`config.mk`:
```
export PLATFORM = sky130hd
export DESIGN_NAME = peg_scorer
export DESIGN_NICKNAME = d
export VERILOG_FILES = /design/src/rtl/peg_scorer.sv
export SDC_FILE = /design/constraint.sdc
export NUM_CORES = 1
export LEC_CHECK = 0
export BUFFER_PORTS_ARGS = -buffer_cell sky130_fd_sc_hd__buf_2
export CAP_MARGIN = 30
export CORE_MARGIN = 2
export CORE_UTILIZATION = 45
export CTS_CLUSTER_SIZE = 24
export DETAILED_ROUTE_END_ITERATION = 12
export GPL_ROUTABILITY_DRIVEN = 0
export PLACE_DENSITY = 0.68
export SYNTH_ARGS = -nofsm -noshare
export SYNTH_HDL_FRONTEND = slang
export SYNTH_SLANG_ARGS = --single-unit
```
`constraint.sdc`:
```
create_clock -name clk -period 0.93 [get_ports clk]
set_input_delay 0.279 -clock clk [delete_from_list [all_inputs] [get_ports clk]]
set_output_delay 0.279 -clock clk [all_outputs]
set_load 0.02 [all_outputs]
```
`src/rtl/peg_scorer.sv`:
```
module peg_scorer #(
  parameter int PEGS = 4,
  parameter int CW   = 2
) (
  input  logic                          clk,
  input  logic                          rst_n,
  input  logic                          start,
  input  logic [PEGS*CW-1:0]            key,
  input  logic [PEGS*CW-1:0]            guess,
  output logic                          valid,
  output logic [$clog2(PEGS+1)-1:0]     black,
  output logic [$clog2(PEGS+1)-1:0]     white
);
  localparam int NW = $clog2(PEGS+1);

  logic [PEGS-1:0] hit, gfree, kfree;
  logic [NW-1:0]   bcnt, wcnt;

  always_comb begin
    bcnt = '0;
    wcnt = '0;
    for (int i = 0; i < PEGS; i++) begin
      hit[i] = (key[i*CW +: CW] == guess[i*CW +: CW]);
      if (hit[i]) bcnt = bcnt + NW'(1);
    end
    gfree = ~hit;
    kfree = ~hit;
    for (int r = 1; r < PEGS; r++) begin
      for (int i = 0; i < PEGS; i++) begin
        int j;
        j = (i + r) % PEGS;
        if (gfree[i] && kfree[j] && (guess[i*CW +: CW] == key[j*CW +: CW])) begin
          gfree[i] = 1'b0;
          kfree[j] = 1'b0;
          wcnt = wcnt + NW'(1);
        end
      end
    end
  end

  always_ff @(posedge clk or negedge rst_n) begin
    if (!rst_n) begin
      valid <= 1'b0;
      black <= '0;
      white <= '0;
    end else begin
      valid <= start;
      if (start) begin
        black <= bcnt;
        white <= wcnt;
      end
    end
  end
endmodule

```
==> run summary, run 1 <==
==================================================================================================
Hold path startpoint ................................................................        start
Portion of total power attributed to the clock network ..............................         7.6%
Peak fanout along the critical path .................................................            6
Internal ............................................................................      3.38 mW
Ports placed on the boundary ........................................................           26
Clock transition time at the flip-flop clock pins of the worst setup and hold paths .        40 ps
Final wirelength ....................................................................      7.02 mm
Area of the mapped netlist ..........................................................    2070 um^2
Synth Net Count .....................................................................          277
Clock latency reported for the late side of the worst-skew pair .....................       230 ps
Fraction of layout instances using a drive strength above 1 .........................        59.5%
Overall power after layout ..........................................................      5.79 mW
HPWL after detailed placement .......................................................      4.95 mm
Share of the clock period used by the worst path ....................................         628%
Register share of total power .......................................................         8.2%
# setup viols final .................................................................           13
Number of inserted filler cells in the final layout .................................          260
Reg-to-Reg End ...................................................................... white[1]$_DFFE_PN0P_
Starting density of the core ........................................................        47.1%
Worst R2R Start ..................................................................... white[1]$_DFFE_PN0P_
Count of vias placed by the detailed router .........................................         2241
Maximum level of the CTS H-tree .....................................................            1
Required time at the worst-slack endpoint ...........................................      1020 ps
Total track usage ...................................................................        27.0%
Violated checks ..................................................................... negative setup slack
Root Buffer Master ..................................................................     clkbuf_8
TritonRoute pass-1 iters ............................................................            4
Path type of the worst setup path ...................................................       in2reg
Async S/R FF share, synth ...........................................................         100%
Number of standard-cell rows in the floorplan .......................................           24
Number of antenna diodes ............................................................            0
Floorplan die width .................................................................      71.8 um
Switching share of power ............................................................        41.7%
Power density over the cells ........................................................ 1650 nW/um^2
WP data arrival .....................................................................      5940 ps
Max clock buf depth .................................................................            2
Static power due to leakage .........................................................      1.58 nW
IO Port Bufs ........................................................................           25
Maximum number of pins on one net before global-route repair ........................            9
Per-cell via count in the routed design .............................................         5.31
Setup repair after global routing missed its margin .................................         true
Synth Instances .....................................................................          243
Worst r2r path cells ................................................................            4
Synthesis-stage register bit count ..................................................            7
Post-layout instance count excluding filler cells ...................................          422
WHS Path Cells ......................................................................            1
Average wire length per cell after detail routing ...................................      16.6 um
Number of global-route vias before repair ...........................................         2382
Max-Slew Margin vs Limit ............................................................        68.5%
Worst Tran Pin Value ................................................................       472 ps
Crit path launch type ...............................................................    input pin
Global route total overflow .........................................................            0
Most common cell after layout, fill and taps aside ..................................        buf_4
FMAX ................................................................................      171 MHz
Reported max-cap violation count ....................................................            0
Post-route worst hold slack .........................................................       245 ps
Sink count of the clock tree ........................................................            7
Synthesized area per cell ...........................................................    8.51 um^2
Sink of the worst hold path ......................................................... valid$_DFF_PN0_
Setup Skew ..........................................................................         0 ps
Nets@finish .........................................................................          405
Dominant synthesized flop cell ......................................................      dfrtp_1
Sequential share of the synthesized area ............................................        8.47%
Post-DP Area ........................................................................    2980 um^2
Most area-hungry cell type in the Yosys netlist .....................................      xnor2_1
FF-to-FF setup slack ................................................................       -40 ps
Overall die height ..................................................................      71.8 um
Element type at the critical path end ...............................................    flip-flop
Number of violations reported at the end of detailed-routing iteration 0 ............           86
Minimum clock period after layout ...................................................      5840 ps
Worst Hold Class ....................................................................       in2reg
Area enclosed by the die boundary ...................................................    5150 um^2
IR Drop Worst-Case VDD ..............................................................       947 uV
Final standard cell area without fillers ............................................    3510 um^2
Remaining design rule violation count ...............................................            0
Antenna violations before repair ....................................................            0
Area of the core ....................................................................    4380 um^2
Number of slew-limit violations in the final report .................................            0
Top-area cell type share of the netlist area ........................................        17.4%
Commonest non-fill, non-tap cells in the layout ..................................... 116 x buf_4, 33 x xnor2_1, 20 x nand2_1
EDFF count, synth ...................................................................            0
P&R area growth vs syn ..............................................................        70.0%
Placed Instances ....................................................................          396
Biggest area contributors in the synthesized netlist ................................ xnor2_1 17%, ha_1 9.1%, dfrtp_1 8.5%
Wire length of the first global-routing pass ........................................      11.0 mm
Worst setup slack after placement ...................................................     -5240 ps
Final critical-path setup slack .....................................................     -4910 ps
Outcome ............................................................................. finished, violations left
Number of warnings reported in the yosys synthesis log ..............................            0
Clock tree from TritonCTS ...........................................................        built
Synth unique cells ..................................................................           59
Total clock buffers created by CTS ..................................................            3
Dominant cell type by count on the critical path ....................................         ha_4
CP max stage delay ..................................................................       320 ps
Net load switching power ............................................................      2.41 mW
Final number of hold-violating endpoints ............................................            0
Cell type of the slowest stage on the worst timing path .............................     a221oi_4
DRT antenna net count ...............................................................            0
Logic gate share of total power .....................................................        84.3%
==================================================================================================
## metal layers
layer	wire, um	global-route usage [%]
met1	2660	30.9
met2	3810	51.6
met3	314	4.08
met4	231	7.13
met5	0	0
## power by group through the flow
stage	clock (mW)	sequential [mW]	combinational, mW
CTS	0.441	0.472	4.53
finish	0.440	0.473	4.88
global placement	0	0.446	3.79
global route	0.459	0.481	5.21
detailed placement	0	0.455	3.90
floorplan	0	0.577	2.44
## state kept, by name, indices dropped and copies added, names as in the netlist
signal  cells
black       3
valid       1
white       3
## what timing repair did
item / 4_1_cts / 5_1_grt
setup endpoints to repair: 13 / 13
buffers inserted: 17 / 4
hold buffers: 1 / 0
gates resized for setup: 43 / 32
hold endpoints to repair: 7 / 0
pin swaps: 7 / 7
## kinds of logic after synthesis
family,after synthesis,synth area share [%]
and+or+nand+nor,73,18.9
AOI/OAI and AO/OA,44,18.8
xor gates and xnor gates,67,32.0
adders and majority gates,15,9.08
DFF,7,8.47
muxes,5,2.84
buffers and inverters,32,9.87
## worst max-delay path by stage
stage | from | to | slack (ps) | cells after the start
floorplan | guess[1] | white[2]$_DFFE_PN0P_ | -5190 | 41
global placement | guess[1] | white[2]$_DFFE_PN0P_ | -5070 | 38
detailed placement | guess[0] | white[2]$_DFFE_PN0P_ | -5240 | 40
CTS | guess[1] | white[2]$_DFFE_PN0P_ | -4780 | 39
global route | guess[3] | white[2]$_DFFE_PN0P_ | -5190 | 38
finish | guess[1] | white[2]$_DFFE_PN0P_ | -4910 | 39
## area by class of cell
| cell class | count | area [um^2] | area share (%) |
|---|---|---|---|
| inverters | 12 | 50.0 | 1.42 |
| repair buffers | 143 | 1120 | 32.0 |
| clock buffers | 4 | 45.0 | 1.28 |
| well taps | 52 | 65.1 | 1.85 |
| multi-input cells | 204 | 2050 | 58.4 |
| flip-flops and latches | 7 | 175 | 4.99 |
## critical path, delay by kind of cell
family | cells | cell delay, ps
adder cells (fa/ha/maj) | 7 | 1670
AO/OA/AOI/OAI | 11 | 1420
AND/OR/NAND/NOR | 10 | 1150
XOR/XNOR | 6 | 1060
buffers and inverters | 5 | 380
## through the flow
step	utilization, %	setup TNS (ps)
final	80.1	-19050
after global routing	80.1	-20190
after CTS	76.0	-18430
after detailed placement	67.9	-16090
after global placement	67.9	-15690
after floorplan	-	-14880
## synth_stat cells, types with 2 or more instances
cell	instances
xnor2_1	41
nand2_1	23
xor2_1	18
ha_1	15
nor2_1	15
inv_1	12
a21oi_1	10
buf_4	8
dfrtp_1	7
buf_6	6
nor3_1	6
nand3_1	5
nand4_1	5
buf_2	4
o21ai_0	4
xor2_2	4
a211oi_1	3
mux2_2	3
o211ai_1	3
a21o_1	2
and3_1	2
nor2_2	2
nor4_1	2
o211ai_2	2
o21ai_2	2
o311a_1	2
o31ai_1	2
or2_1	2
or3_1	2
xnor2_2	2
(Power assumes the default switching activity.)
==> inputs of run 2 (changes only) <==
--- a/config.mk
+++ b/config.mk
@@ -12,6 +12,7 @@
 export CTS_CLUSTER_SIZE = 24
 export DETAILED_ROUTE_END_ITERATION = 12
 export GPL_ROUTABILITY_DRIVEN = 0
+export MAX_ROUTING_LAYER = met4
 export PLACE_DENSITY = 0.68
 export SYNTH_ARGS = -nofsm -noshare
 export SYNTH_HDL_FRONTEND = slang
==> run summary, run 2 (synthesis gave the netlist of run 1 again) <==
==================================================================================================
Outcome ............................................................................. finished, violations left
Violated checks ..................................................................... negative setup slack
Required time at the worst-slack endpoint ...........................................      1020 ps   about the same
Final critical-path setup slack .....................................................     -4900 ps   +10.2 ps
Maximum level of the CTS H-tree .....................................................            1   unchanged
Power density over the cells ........................................................ 1650 nW/um^2   +0.16%
Post-DP Area ........................................................................    2980 um^2   unchanged
Final wirelength ....................................................................      7.00 mm   -0.30%
Global route total overflow .........................................................            0   unchanged
Peak fanout along the critical path .................................................            6   unchanged
WP data arrival .....................................................................      5930 ps   about the same
Post-route worst hold slack .........................................................       246 ps   +1.06 ps
Root Buffer Master ..................................................................     clkbuf_8
Final standard cell area without fillers ............................................    3510 um^2   -0.11%
Most common cell after layout, fill and taps aside ..................................        buf_4
Buffering stage count on the worst path with inverters included .....................            5   unchanged
Cell type of the slowest stage on the worst timing path .............................     a221oi_4
Number of inserted filler cells in the final layout .................................          260   unchanged
P&R area growth vs syn ..............................................................        69.8%
Max-Slew Margin vs Limit ............................................................        68.8%   +0.24 points
Family of cells with the greatest summed delay on the critical path .................  adder cells
Commonest non-fill, non-tap cells in the layout ..................................... 117 x buf_4, 33 x xnor2_1, 20 x nand2_1
Minimum clock period after layout ...................................................      5830 ps   -10.2 ps
IO Port Bufs ........................................................................           25   unchanged
Crit path launch type ...............................................................    input pin
Overall power after layout ..........................................................      5.80 mW   about the same
Antenna violations before repair ....................................................            0   unchanged
IR Drop Worst-Case VDD ..............................................................       987 uV   +4.2%
TritonRoute pass-1 iters ............................................................            4   unchanged
FMAX ................................................................................      171 MHz   +0.18%
Hold path startpoint ................................................................        start
Average wire length per cell after detail routing ...................................      16.6 um   -0.30%
Path type of the worst setup path ...................................................       in2reg
Share of the clock period used by the worst path ....................................         627%   -1.1 points
Worst r2r path cells ................................................................            4   unchanged
Starting density of the core ........................................................        47.1%   unchanged
Reported max-cap violation count ....................................................            0   unchanged
Wire length of the first global-routing pass ........................................      11.0 mm   -0.12%
Remaining design rule violation count ...............................................            0   unchanged
Number of antenna diodes ............................................................            0   unchanged
# setup viols final .................................................................           13   unchanged
Clock transition time at the flip-flop clock pins of the worst setup and hold paths .        40 ps   about the same
Total clock buffers created by CTS ..................................................            3   unchanged
Worst Tran Pin Value ................................................................       468 ps   -3.62 ps
Count of vias placed by the detailed router .........................................         2260   +0.85%
Per-cell via count in the routed design .............................................         5.36   +0.85%
Setup repair after global routing missed its margin .................................         true
Floorplan die width .................................................................      71.8 um   unchanged
Final number of hold-violating endpoints ............................................            0   unchanged
Registers with the most flip-flops .................................................. black (3), white (3), valid (1)
Number of global-route vias before repair ...........................................         2379   -0.13%
Maximum number of pins on one net before global-route repair ........................            9   unchanged
Static power due to leakage .........................................................      1.58 nW   about the same
WHS Path Cells ......................................................................            1   unchanged
Fraction of layout instances using a drive strength above 1 .........................        59.5%   unchanged
DRT antenna net count ...............................................................            0   unchanged
FF-to-FF setup slack ................................................................       -40 ps   about the same
Number of violations reported at the end of detailed-routing iteration 0 ............           83   -3.5%
HPWL after detailed placement .......................................................      4.95 mm   unchanged
Sink count of the clock tree ........................................................            7   unchanged
Max clock buf depth .................................................................            2   unchanged
Setup Skew ..........................................................................         0 ps   unchanged
Number of standard-cell rows in the floorplan .......................................           24   unchanged
Number of slew-limit violations in the final report .................................            0   unchanged
Nets@finish .........................................................................          405   unchanged
Overall die height ..................................................................      71.8 um   unchanged
Dominant cell type by count on the critical path ....................................         ha_4
Ports placed on the boundary ........................................................           26   unchanged
Area enclosed by the die boundary ...................................................    5150 um^2   unchanged
Element type at the critical path end ...............................................    flip-flop
CP max stage delay ..................................................................       310 ps   about the same
Total track usage ...................................................................        27.8%   +0.78 points
CP startpoint .......................................................................     guess[1]
Clock tree from TritonCTS ...........................................................        built
Area of the core ....................................................................    4380 um^2   unchanged
Worst Hold Class ....................................................................       in2reg
Total stage count of the critical path ..............................................           39   unchanged
Clock latency reported for the late side of the worst-skew pair .....................       230 ps   about the same
Worst R2R Start ..................................................................... white[1]$_DFFE_PN0P_
==================================================================================================
==> run 2: metal layers <==
layer	GRT usage (%)	up-vias	part of all wire, %
met3	3.94	25	3.8
li1	-	1090	-
met5	-	-	0
met1	30.9	1067	38
met2	51.5	78	55
met4	7.34	0	3.3
==> run 2: power by group <==
| group | total, mW | internal, mW | switching (mW) |
|---|---|---|---|
| sequential | 0.473 | 0.405 | 0.0677 |
| clock | 0.441 | 0.298 | 0.143 |
| combinational | 4.88 | 2.68 | 2.21 |
| total | 5.80 | 3.38 | 2.42 |
==> run 2: cell type report <==
type                       count  area [um^2]  share of cell area, %
clock buffer                   4         45.0                   1.28
inverter                      12         50.0                   1.43
multi-input combinational    204         2050                   58.5
sequential                     7          175                   4.99
tap                           52         65.1                   1.85
timing repair buffer         143         1120                   31.9
==> run 2: final timing paths <==
check | to
worst max-delay path | white[2]$_DFFE_PN0P_
worst min-delay path | valid$_DFF_PN0_
worst max register to register | white[1]$_DFFE_PN0P_
worst min register to register | black[0]$_DFFE_PN0P_
max in group asynchronous | black[1]$_DFFE_PN0P_
min in group asynchronous | white[2]$_DFFE_PN0P_
==> run 2: stage by stage <==
stage          instances  setup slack (ps)  util, %  setup TNS (ps)
6_report             422             -4900     80.1          -18990
5_1_grt              422             -5190     80.1          -20160
4_1_cts              418             -4780     76.0          -18430
3_5_place_dp         396             -5240     67.9          -16090
3_3_place_gp         396             -5070     67.9          -15690
2_1_floorplan        243             -5190        -          -14880
==> run 2: repair_timing <==
| action | 4_1_cts | 5_1_grt |
|---|---|---|
| setup buffers | 17 | 4 |
| endpoints found under the setup margin | 13 | 13 |
| gates resized for setup | 43 | 31 |
| hold buffers | 1 | 0 |
| endpoints found under the hold margin | 7 | 0 |
| pin swaps | 7 | 7 |
